## src/rtl/trap_ctx_pkg.sv

```systemverilog
package trap_ctx_pkg;

    typedef enum logic [2:0] {
        ACT_IDLE     = 3'd0,
        ACT_TRAP_SUP = 3'd1,
        ACT_TRAP_HYP = 3'd2,
        ACT_RET_SUP  = 3'd3,
        ACT_RET_HYP  = 3'd4
    } ctx_act_e;

    typedef enum logic [1:0] {
        SVS_FOLLOW  = 2'd0,
        SVS_CLEAR   = 2'd1,
        SVS_RESTORE = 2'd2
    } svs_mode_e;

    localparam int LVL_SUP = 0;
    localparam int LVL_HYP = 1;
    localparam int NUM_LVL = 2;

endpackage

```

## src/rtl/trap_ctx_arbiter.sv

```systemverilog
module trap_ctx_arbiter
    import trap_ctx_pkg::*;
(
    input  logic     clk,
    input  logic     rst_n,
    input  logic     trap_req,
    input  logic     trap_hyp,
    input  logic     rfi_req,
    input  logic     rfi_hyp,
    output ctx_act_e act,
    output logic     trap_go,
    output logic     ret_go,
    output logic     lvl_hyp
);

    always_comb begin
        act = ACT_IDLE;
        unique case ({trap_req, rfi_req})
            2'b10, 2'b11: act = trap_hyp ? ACT_TRAP_HYP : ACT_TRAP_SUP;
            2'b01:        act = rfi_hyp  ? ACT_RET_HYP  : ACT_RET_SUP;
            default:      act = ACT_IDLE;
        endcase
    end

    always_comb begin
        trap_go = 1'b0;
        ret_go  = 1'b0;
        lvl_hyp = 1'b0;
        unique case (act)
            ACT_TRAP_SUP: begin trap_go = 1'b1; lvl_hyp = 1'b0; end
            ACT_TRAP_HYP: begin trap_go = 1'b1; lvl_hyp = 1'b1; end
            ACT_RET_SUP:  begin ret_go  = 1'b1; lvl_hyp = 1'b0; end
            ACT_RET_HYP:  begin ret_go  = 1'b1; lvl_hyp = 1'b1; end
            default:      begin trap_go = 1'b0; ret_go = 1'b0; lvl_hyp = 1'b0; end
        endcase
    end

    // a trap request always beats a return request
    a_r8_trap_wins: assert property (@(posedge clk) disable iff (!rst_n)
        (trap_req && rfi_req) |-> (trap_go && !ret_go && lvl_hyp == trap_hyp));

    // never both actions at once
    a_r8_exclusive: assert property (@(posedge clk) disable iff (!rst_n)
        !(trap_go && ret_go));

endmodule

```

## src/rtl/trap_ctx_bank.sv

```systemverilog
module trap_ctx_bank #(
    parameter int PC_W  = 64,
    parameter int MSR_W = 64,
    parameter int SVS_W = 32
) (
    input  logic             clk,
    input  logic             rst_n,
    input  logic             load,
    input  logic [PC_W-1:0]  pc_in,
    input  logic [MSR_W-1:0] msr_in,
    input  logic [SVS_W-1:0] svs_in,
    output logic [PC_W-1:0]  pc_q,
    output logic [MSR_W-1:0] msr_q,
    output logic [SVS_W-1:0] svs_q
);

    always_ff @(posedge clk) begin
        if (!rst_n) begin
            pc_q  <= '0;
            msr_q <= '0;
            svs_q <= '0;
        end else if (load) begin
            pc_q  <= pc_in;
            msr_q <= msr_in;
            svs_q <= svs_in;
        end
    end

    // the whole trio is captured on one edge
    a_r2_r3_trio_load: assert property (@(posedge clk) disable iff (!rst_n)
        load |=> (pc_q == $past(pc_in) && msr_q == $past(msr_in)
                  && svs_q == $past(svs_in)));

    // an unselected trio holds
    a_r9_trio_hold: assert property (@(posedge clk) disable iff (!rst_n)
        !load |=> ($stable(pc_q) && $stable(msr_q) && $stable(svs_q)));

endmodule

```

## src/rtl/trap_ctx_svs.sv

```systemverilog
module trap_ctx_svs
    import trap_ctx_pkg::*;
#(
    parameter int SVS_W = 32
) (
    input  logic             clk,
    input  logic             rst_n,
    input  logic             clear,
    input  logic             restore,
    input  logic [SVS_W-1:0] restore_val,
    input  logic [SVS_W-1:0] live,
    output logic [SVS_W-1:0] svs_q
);

    svs_mode_e        mode;
    logic [SVS_W-1:0] svs_d;

    always_comb begin
        if (clear)        mode = SVS_CLEAR;
        else if (restore) mode = SVS_RESTORE;
        else              mode = SVS_FOLLOW;
    end

    always_comb begin
        svs_d = live;
        unique case (mode)
            SVS_CLEAR:   svs_d = '0;
            SVS_RESTORE: svs_d = restore_val;
            SVS_FOLLOW:  svs_d = live;
            default:     svs_d = live;
        endcase
    end

    always_ff @(posedge clk) begin
        if (!rst_n) svs_q <= '0;
        else        svs_q <= svs_d;
    end

    // trap entry leaves the handler in scalar mode
    a_r5_clear_on_trap: assert property (@(posedge clk) disable iff (!rst_n)
        clear |=> (svs_q == '0));

    // return reloads the saved word
    a_r6_r7_restore: assert property (@(posedge clk) disable iff (!rst_n)
        (restore && !clear) |=> (svs_q == $past(restore_val)));

    // quiet cycles track the loop engine
    a_r9_follow: assert property (@(posedge clk) disable iff (!rst_n)
        (!restore && !clear) |=> (svs_q == $past(live)));

endmodule

```

## src/rtl/trap_ctx_unit.sv

```systemverilog
module trap_ctx_unit
    import trap_ctx_pkg::*;
#(
    parameter int PC_W  = 64,
    parameter int MSR_W = 64,
    parameter int SVS_W = 32
) (
    input  logic             clk,
    input  logic             rst_n,
    input  logic             trap_req,
    input  logic             trap_hyp,
    input  logic [PC_W-1:0]  trap_vec,
    input  logic             rfi_req,
    input  logic             rfi_hyp,
    input  logic [PC_W-1:0]  cur_pc,
    input  logic [MSR_W-1:0] cur_msr,
    input  logic [SVS_W-1:0] cur_svs,
    output logic             redirect,
    output logic [PC_W-1:0]  nxt_pc,
    output logic [MSR_W-1:0] nxt_msr,
    output logic [SVS_W-1:0] svstate,
    output logic [PC_W-1:0]  srr_pc,
    output logic [MSR_W-1:0] srr_msr,
    output logic [SVS_W-1:0] srr_svs,
    output logic [PC_W-1:0]  hsrr_pc,
    output logic [MSR_W-1:0] hsrr_msr,
    output logic [SVS_W-1:0] hsrr_svs
);

    ctx_act_e act;
    logic     trap_go;
    logic     ret_go;
    logic     lvl_hyp;

    logic [NUM_LVL-1:0] bank_load;
    logic [PC_W-1:0]    bank_pc  [NUM_LVL];
    logic [MSR_W-1:0]   bank_msr [NUM_LVL];
    logic [SVS_W-1:0]   bank_svs [NUM_LVL];

    logic [PC_W-1:0]    sel_pc;
    logic [MSR_W-1:0]   sel_msr;
    logic [SVS_W-1:0]   sel_svs;

    trap_ctx_arbiter u_arb (
        .clk      (clk),
        .rst_n    (rst_n),
        .trap_req (trap_req),
        .trap_hyp (trap_hyp),
        .rfi_req  (rfi_req),
        .rfi_hyp  (rfi_hyp),
        .act      (act),
        .trap_go  (trap_go),
        .ret_go   (ret_go),
        .lvl_hyp  (lvl_hyp)
    );

    for (genvar g = 0; g < NUM_LVL; g++) begin : g_lvl
        assign bank_load[g] = trap_go && (int'(lvl_hyp) == g);

        trap_ctx_bank #(
            .PC_W  (PC_W),
            .MSR_W (MSR_W),
            .SVS_W (SVS_W)
        ) u_bank (
            .clk    (clk),
            .rst_n  (rst_n),
            .load   (bank_load[g]),
            .pc_in  (cur_pc),
            .msr_in (cur_msr),
            .svs_in (cur_svs),
            .pc_q   (bank_pc[g]),
            .msr_q  (bank_msr[g]),
            .svs_q  (bank_svs[g])
        );
    end

    always_comb begin
        sel_pc  = lvl_hyp ? bank_pc[LVL_HYP]  : bank_pc[LVL_SUP];
        sel_msr = lvl_hyp ? bank_msr[LVL_HYP] : bank_msr[LVL_SUP];
        sel_svs = lvl_hyp ? bank_svs[LVL_HYP] : bank_svs[LVL_SUP];
    end

    trap_ctx_svs #(
        .SVS_W (SVS_W)
    ) u_svs (
        .clk         (clk),
        .rst_n       (rst_n),
        .clear       (trap_go),
        .restore     (ret_go),
        .restore_val (sel_svs),
        .live        (cur_svs),
        .svs_q       (svstate)
    );

    always_comb begin
        redirect = 1'b0;
        nxt_pc   = cur_pc;
        nxt_msr  = cur_msr;
        unique case (act)
            ACT_TRAP_SUP, ACT_TRAP_HYP: begin
                redirect = 1'b1;
                nxt_pc   = trap_vec;
                nxt_msr  = cur_msr;
            end
            ACT_RET_SUP, ACT_RET_HYP: begin
                redirect = 1'b1;
                nxt_pc   = sel_pc;
                nxt_msr  = sel_msr;
            end
            default: begin
                redirect = 1'b0;
                nxt_pc   = cur_pc;
                nxt_msr  = cur_msr;
            end
        endcase
    end

    assign srr_pc   = bank_pc[LVL_SUP];
    assign srr_msr  = bank_msr[LVL_SUP];
    assign srr_svs  = bank_svs[LVL_SUP];
    assign hsrr_pc  = bank_pc[LVL_HYP];
    assign hsrr_msr = bank_msr[LVL_HYP];
    assign hsrr_svs = bank_svs[LVL_HYP];

    // trap steers fetch to the vector in the same cycle
    a_r4_trap_redirect: assert property (@(posedge clk) disable iff (!rst_n)
        trap_req |-> (redirect && nxt_pc == trap_vec && nxt_msr == cur_msr));

    // supervisor return hands back the supervisor trio
    a_r6_sup_return: assert property (@(posedge clk) disable iff (!rst_n)
        (rfi_req && !trap_req && !rfi_hyp) |->
            (redirect && nxt_pc == srr_pc && nxt_msr == srr_msr));

    // hypervisor return hands back the hypervisor trio
    a_r7_hyp_return: assert property (@(posedge clk) disable iff (!rst_n)
        (rfi_req && !trap_req && rfi_hyp) |->
            (redirect && nxt_pc == hsrr_pc && nxt_msr == hsrr_msr));

    // no request means no redirect
    a_r9_quiet: assert property (@(posedge clk) disable iff (!rst_n)
        (!rfi_req && !trap_req) |-> (!redirect && nxt_pc == cur_pc));

    // held in reset, every saved word is zero on the following edge
    a_r1_reset_clear: assert property (@(posedge clk)
        $past(!rst_n) |-> (svstate == '0 && srr_pc == '0 && hsrr_pc == '0
                           && srr_svs == '0 && hsrr_svs == '0));

endmodule

```

## config.mk

```make
export PLATFORM = sky130hd
export DESIGN_NAME = trap_ctx_unit
export DESIGN_NICKNAME = d
export VERILOG_FILES = /design/src/rtl/trap_ctx_pkg.sv /design/src/rtl/trap_ctx_arbiter.sv /design/src/rtl/trap_ctx_bank.sv /design/src/rtl/trap_ctx_svs.sv /design/src/rtl/trap_ctx_unit.sv
export SDC_FILE = /design/constraint.sdc
export NUM_CORES = 1
export LEC_CHECK = 0
export ABC_AREA = 1
export BUFFER_PORTS_ARGS = -buffer_cell sky130_fd_sc_hd__buf_2
export CAP_MARGIN = 25
export CORE_AREA = 3 3 276 278
export DETAILED_ROUTE_END_ITERATION = 8
export DIE_AREA = 0 0 279 281
export GPL_TIMING_DRIVEN = 0
export PLACE_DENSITY = 0.48
export SETUP_SLACK_MARGIN = 0.2
export SLEW_MARGIN = 0
export SYNTH_ARGS = -nofsm -noshare
export SYNTH_HDL_FRONTEND = slang
export SYNTH_SLANG_ARGS = --single-unit
```

## constraint.sdc

```tcl
create_clock -name clk -period 1.6 [get_ports clk]
set_input_delay 0.08 -clock clk [delete_from_list [all_inputs] [get_ports clk]]
set_output_delay 0.08 -clock clk [all_outputs]
set_load 0.02 [all_outputs]
```

Word-level counts from Yosys, hierarchy flattened
Index checks and enable logic that the tools add are counted.
{"block": "totals", "ff_bits": 352, "latchBits": 0, "ramBits": 0, "rom_bits": 0, "out_inout_bits": 481, "wordCells": 39, "memories": 0}
{"block": "classes", "addsub": 0, "n_mul": 0, "n_div": 0, "magnitude_cmp": 0, "n_eq_ne": 9, "n_shift": 0, "mux": 15, "bitwise": 1, "reduce_logical": 7}
{"cell": "64-bit two-way mux", "n": 3}
{"cell": "64-bit case mux with 2 select lines", "n": 1}
{"cell": "32-bit case mux with 2 select lines", "n": 1}
{"cell": "32-bit two-way mux", "n": 1}
{"cell": "2-bit OR reduction", "n": 4}
{"cell": "2-bit equality test, second input constant", "n": 3}
{"cell": "3-bit by 2-bit equality test with 1-bit output, second input constant", "n": 2}
{"cell": "2-bit two-way mux", "n": 3}
{"cell": "3-bit case mux with 2 select lines", "n": 1}
{"cell": "2-bit by 1-bit equality test with 1-bit output, second input constant", "n": 2}
{"cell": "1-bit two-way mux", "n": 4}
{"cell": "4-bit OR reduction", "n": 1}
{"cell": "3-bit by 1-bit equality test with 1-bit output, second input constant", "n": 1}
{"cell": "3-bit equality test, second input constant", "n": 1}
{"cell": "3-bit two-way mux", "n": 1}
{"cell": "1-bit logical AND", "n": 2}
{"cell": "1-bit NOT", "n": 1}

Longest topological paths before layout
{"block": "logic_depth", "depth_word": 10, "ltp_mapped": 8}

Cells and area by module
A second synthesis with hierarchy kept.
{"block": "hier_totals", "hier_cells": 3099, "hier_area_um2": 19258.5}
{"mod": "trap_ctx_bank", "n_inst": 2, "cells_per_inst": 1014, "area_per_inst_um2": 6885.4, "seq_area_each_um2": 3203.1}
{"mod": "trap_ctx_unit", "n_inst": 1, "cells_per_inst": 913, "area_per_inst_um2": 4220.3, "seq_area_each_um2": 0.0}
{"mod": "trap_ctx_svs", "n_inst": 1, "cells_per_inst": 144, "area_per_inst_um2": 1202.4, "seq_area_each_um2": 640.6}
{"mod": "trap_ctx_arbiter", "n_inst": 1, "cells_per_inst": 14, "area_per_inst_um2": 65.1, "seq_area_each_um2": 0.0}

Worst setup path before layout
Ideal clock, no wire load.
{"block": "synth_timing", "path_kind": "input to output", "start": "input trap_hyp", "end": "output nxt_msr[30]", "arrival_ps": 1217, "t_required_ps": 1520, "path_slack_ps": 303, "cell_stages": 6, "path_cell_list": "nand2_1 buf_2 buf_2 buf_2 nand3_1 a31oi_1"}
{"block": "synth_via", "elab_chain_cells": 7}
{"item": "from (decl)", "line": "trap_ctx_unit.sv:11", "text": "input logic trap_hyp,"}
{"item": "2-bit two-way mux (*)", "line": "trap_ctx_arbiter.sv:19", "text": "2'b10, 2'b11: act = trap_hyp ? ACT_TRAP_HYP : ACT_TRAP_SUP;"}
{"item": "3-bit case mux with 2 select lines (*)", "line": "trap_ctx_arbiter.sv:18", "text": "unique case ({trap_req, rfi_req})"}
{"item": "3-bit by 2-bit equality test with 1-bit output or 3-bit equality test (tied branches)", "line": "trap_ctx_arbiter.sv:29, trap_ctx_unit.sv:99"}
{"item": "2-bit OR reduction (no source line)"}
{"item": "1-bit two-way mux", "line": "trap_ctx_arbiter.sv:29", "text": "unique case (act)"}
{"item": "64-bit two-way mux", "line": "trap_ctx_unit.sv:79", "text": "sel_msr = lvl_hyp ? bank_msr[LVL_HYP] : bank_msr[LVL_SUP];"}
{"item": "64-bit two-way mux (*)", "line": "trap_ctx_unit.sv:99", "text": "unique case (act)"}
{"item": "to (decl)", "line": "trap_ctx_unit.sv:20", "text": "output logic [MSR_W-1:0] nxt_msr,"}
Mark *: on every way between the ends. The rest lies on a longest branch, timed or not.

Worst setup path after layout
{"block": "layout_timing", "start": "register g_lvl[1].u_bank.msr_q[1]", "end": "output nxt_msr[1]"}
{"block": "layout_via", "elab_chain_cells": 2}
{"item": "from (decl)", "line": "trap_ctx_bank.sv:13", "text": "output logic [MSR_W-1:0] msr_q,"}
{"item": "from (signal assigned)", "line": "trap_ctx_bank.sv:24", "text": "msr_q <= msr_in;"}
{"item": "64-bit two-way mux", "line": "trap_ctx_unit.sv:79"}
{"item": "64-bit two-way mux", "line": "trap_ctx_unit.sv:99"}
Every way passes these cells.

==> metrics.cfg <==
[yosys]
syn-cell-area_mm2 = 0.0154
post_synth_inst_count = 2197
cells_taking_the_most_area_after_synthesis = sky130_fd_sc_hd__dfxtp_1 46%, sky130_fd_sc_hd__nor2_1 13%, sky130_fd_sc_hd__o21ai_0 12%, sky130_fd_sc_hd__a21oi_1 7.3%, sky130_fd_sc_hd__nand3_1 4.2%
yosys_register_bits = 352
syn_nets = 2427
synth.top_cell.area_share = 0.458
synth_area_per_cell_um2 = 7.01
yosysUniqueCellTypes = 19
ys.warnings.count = 0
synth.yosys.seq_area_share = 0.458
netlist.top_cell.by_area = sky130_fd_sc_hd__dfxtp_1

[grt]
grt_pass1_wl_um = 144000
grt_use_total = 0.250
grt_start_max_net_pins = 12
antenna_found_initial = 22
grt_pass1_vias = 20232
gr_busiest_metal = met2
gr-usage-met2 = 0.426
met3_usage = 0.0631
met1_usage = 0.306
globalRoute.totalOverflow = 0

[sta]
fin_tns_setup_ns = 0
unrepaired_setup_endpoints_after_global_routing = true
layout_min_cycle_time_ns = 1.48
clock.fmax_ghz = 0.675
fin_crit_share = 0.926
final.hold.worst_slack_ns = 0.177
final_hold_viol_count = 0
setup_viol = 0
timing.clock.skew_ns = 0.00894
maxSlewHeadroom = 0.319
slew_of_the_pin_with_the_lowest_slew_margin_ns = 1.02
slew_violations = 0
post-route-worst-setup-slack_ns = 0.118

[die]
die_width_um = 279
std_cell_rows = 100
ioPinCount = 711
fp.dieH_um = 281
core_area_mm2 = 0.0742
initial_utilization = 0.208
floorplan.die_area_mm2 = 0.0784

[worst_setup_path]
reg2reg_from = g_lvl[1].u_bank.pc_q[13]
critPathLaunchType = flip-flop
crit_path_end_kind = output pin
worst_r2r_endpoint = g_lvl[1].u_bank.pc_q[13]
cell_depth_of_the_worst_flop_to_flop_path = 9
critical_path_arrival_ns = 1.40
timing.reg2reg.setup_slack_ns = 0.21
worst-setup-path-type = reg2out
crit_fanout = 2
required_ns = 1.52

[hold_path]
hold-path-endpoint = g_lvl[1].u_bank.svs_q[22]
number_of_cells_on_the_worst_hold_path = 4
min_path_type = in2reg
holdCritStartpoint = rst_n

[flow_run]
max_cap_viol_count = 0

[placement]
gp_congestion = 0.871
placed_cells = 3880
port_buffers = 709
detailed_placer_s_ending_hpwl_um = 76400
dp_worst_setup_slack_ns = -1.10

[clock_network]
cts.reportedPaths.clkPinSlew_ns = 0.06
tritoncts = done
clk_latency_ns = 0.58
cts_max_level = 2
tritoncts.num_buffers = 44
cts_buffer_depth = 3
numClockSinks = 352
cts-root-buf = sky130_fd_sc_hd__clkbuf_16

[layout]
top_library_cells_by_usage_in_the_layout_fill_and_taps_aside = 594 x sky130_fd_sc_hd__buf_2, 530 x sky130_fd_sc_hd__nor2_1, 318 x sky130_fd_sc_hd__o21ai_0, 245 x sky130_fd_sc_hd__buf_4, 230 x sky130_fd_sc_hd__dfxtp_2
leading_cell_type_in_the_layout_fill_and_taps_excluded = sky130_fd_sc_hd__buf_2
areaGrowthSynthToFinish_pct = 78.7
drive_gt1_frac = 0.463
final_net_count = 3531
stdcell_count = 4317

[pwr]
leakage_nw = 12.5
p_sw_frac = 0.329
power_per_cell_area_mw_per_mm2 = 999
pwr-share-seq = 0.358
total_switching_power_w = 0.00905
total_power_w = 0.0275
share_clk_of_total_power = 0.382
power.ir.vdd_worst_mv = 0.776
internal_power_w = 0.0184
comb_power_share = 0.259

[detailed_routing]
dr_pass1_iterations = 6
remaining_drc_errors = 0
route.vias.total = 20722
drt.antenna.violating_nets = 0
routedWlPerCell_um = 24.1
drt-initial-drc-count = 1377
average_via_count_per_standard_cell = 4.80
wl_um = 104000

[run_status]
outcome = finished clean

[timing repair]
item	4_1_cts	5_1_grt
gates resized for setup	817	168
buffers inserted	156	21
hold buffers	162	0
cloned	4	1
endpoints found under the setup margin	292	162
endpoints found under the hold margin	352	0
pin swaps	132	63
[worst max-delay path by stage]
stage | start | endpoint | slack (ns) | depth (start not counted)
2_1_floorplan | trap_hyp | nxt_msr[30] | 0.30 | 6
3_3_place_gp | rst_n | g_lvl[1].u_bank.msr_q[1] | -1.23 | 5
3_5_place_dp | trap_req | nxt_pc[57] | -1.10 | 7
4_1_cts | g_lvl[0].u_bank.msr_q[1] | nxt_msr[1] | 0.08 | 3
5_1_grt | g_lvl[0].u_bank.msr_q[1] | nxt_msr[1] | 0.07 | 3
6_report | g_lvl[1].u_bank.msr_q[1] | nxt_msr[1] | 0.12 | 3
[per-layer routing]
layer / vias to the layer above / part of all wire
li1: 9648 / -
met5: - / 0.00020
met4: 4 / 0.038
met2: 933 / 0.47
met1: 9945 / 0.41
met3: 192 / 0.077
[cells in the mapped netlist]
cell type                  count
sky130_fd_sc_hd__nor2_1      532
sky130_fd_sc_hd__o21ai_0     363
sky130_fd_sc_hd__dfxtp_1     352
sky130_fd_sc_hd__a21oi_1     226
sky130_fd_sc_hd__nand2_1     143
sky130_fd_sc_hd__clkbuf_1    130
sky130_fd_sc_hd__nand3_1     128
sky130_fd_sc_hd__inv_1        91
sky130_fd_sc_hd__a22oi_1      64
sky130_fd_sc_hd__buf_2        53
sky130_fd_sc_hd__o21ai_1      39
sky130_fd_sc_hd__a31oi_1      31
sky130_fd_sc_hd__o211ai_1     23
sky130_fd_sc_hd__buf_1        13
sky130_fd_sc_hd__clkbuf_2      4
sky130_fd_sc_hd__inv_2         2
sky130_fd_sc_hd__clkinv_1      1
sky130_fd_sc_hd__nand3_2       1
sky130_fd_sc_hd__nor2_2        1
[worst max-delay path, cell delays in order (launching register included)]
cell and delay (ns):
sky130_fd_sc_hd__dfxtp_4 0.40, sky130_fd_sc_hd__nand2_2 0.08, sky130_fd_sc_hd__a31oi_4 0.16, sky130_fd_sc_hd__buf_6 0.17
[through the flow]
stage / area, um2 / utilization
floorplan: 15400 / -
CTS: 26700 / 0.360
finish: 27500 / 0.371
global route: 27500 / 0.371
global placement: 20200 / 0.272
detailed placement: 20300 / 0.273
[cell type report]
cell class	instances	area [um2]
antenna	12	30.0
multi-input combinational	1551	8170
clock buffer	69	1340
sequential	352	7380
timing repair buffer	1058	7370
fill	7882	46700
clock inverter	12	156
inverter	94	368
buffer	200	1500
tap	969	1210
[logic make-up (layout without fill, tap and decap cells)]
kind of cell / count (synthesis) / after routing / share of synthesized area
and+or+nand+nor: 805 / 805 / 0.207
DFF: 352 / 352 / 0.458
AOI/OAI and AO/OA: 746 / 746 / 0.259
other: 0 / 12 / 0
buffers and inverters: 294 / 1433 / 0.0763
[power by group through the flow]
stage / Clock, W / Sequential, W / Combinational, W
3_5_place_dp: 0 / 0.00997 / 0.00537
5_1_grt: 0.0110 / 0.00990 / 0.00759
4_1_cts: 0.0107 / 0.00982 / 0.00688
2_1_floorplan: 0 / 0.0106 / 0.00216
6_report: 0.0105 / 0.00985 / 0.00713
3_3_place_gp: 0 / 0.00997 / 0.00534
[flip-flops by register name (all words and copies together), names as in the netlist]
register and flops:
u_svs.svs_q 32, g_lvl.u_bank.svs_q 64, g_lvl.u_bank.pc_q 128, g_lvl.u_bank.msr_q 128
(Power assumes the default switching activity.)
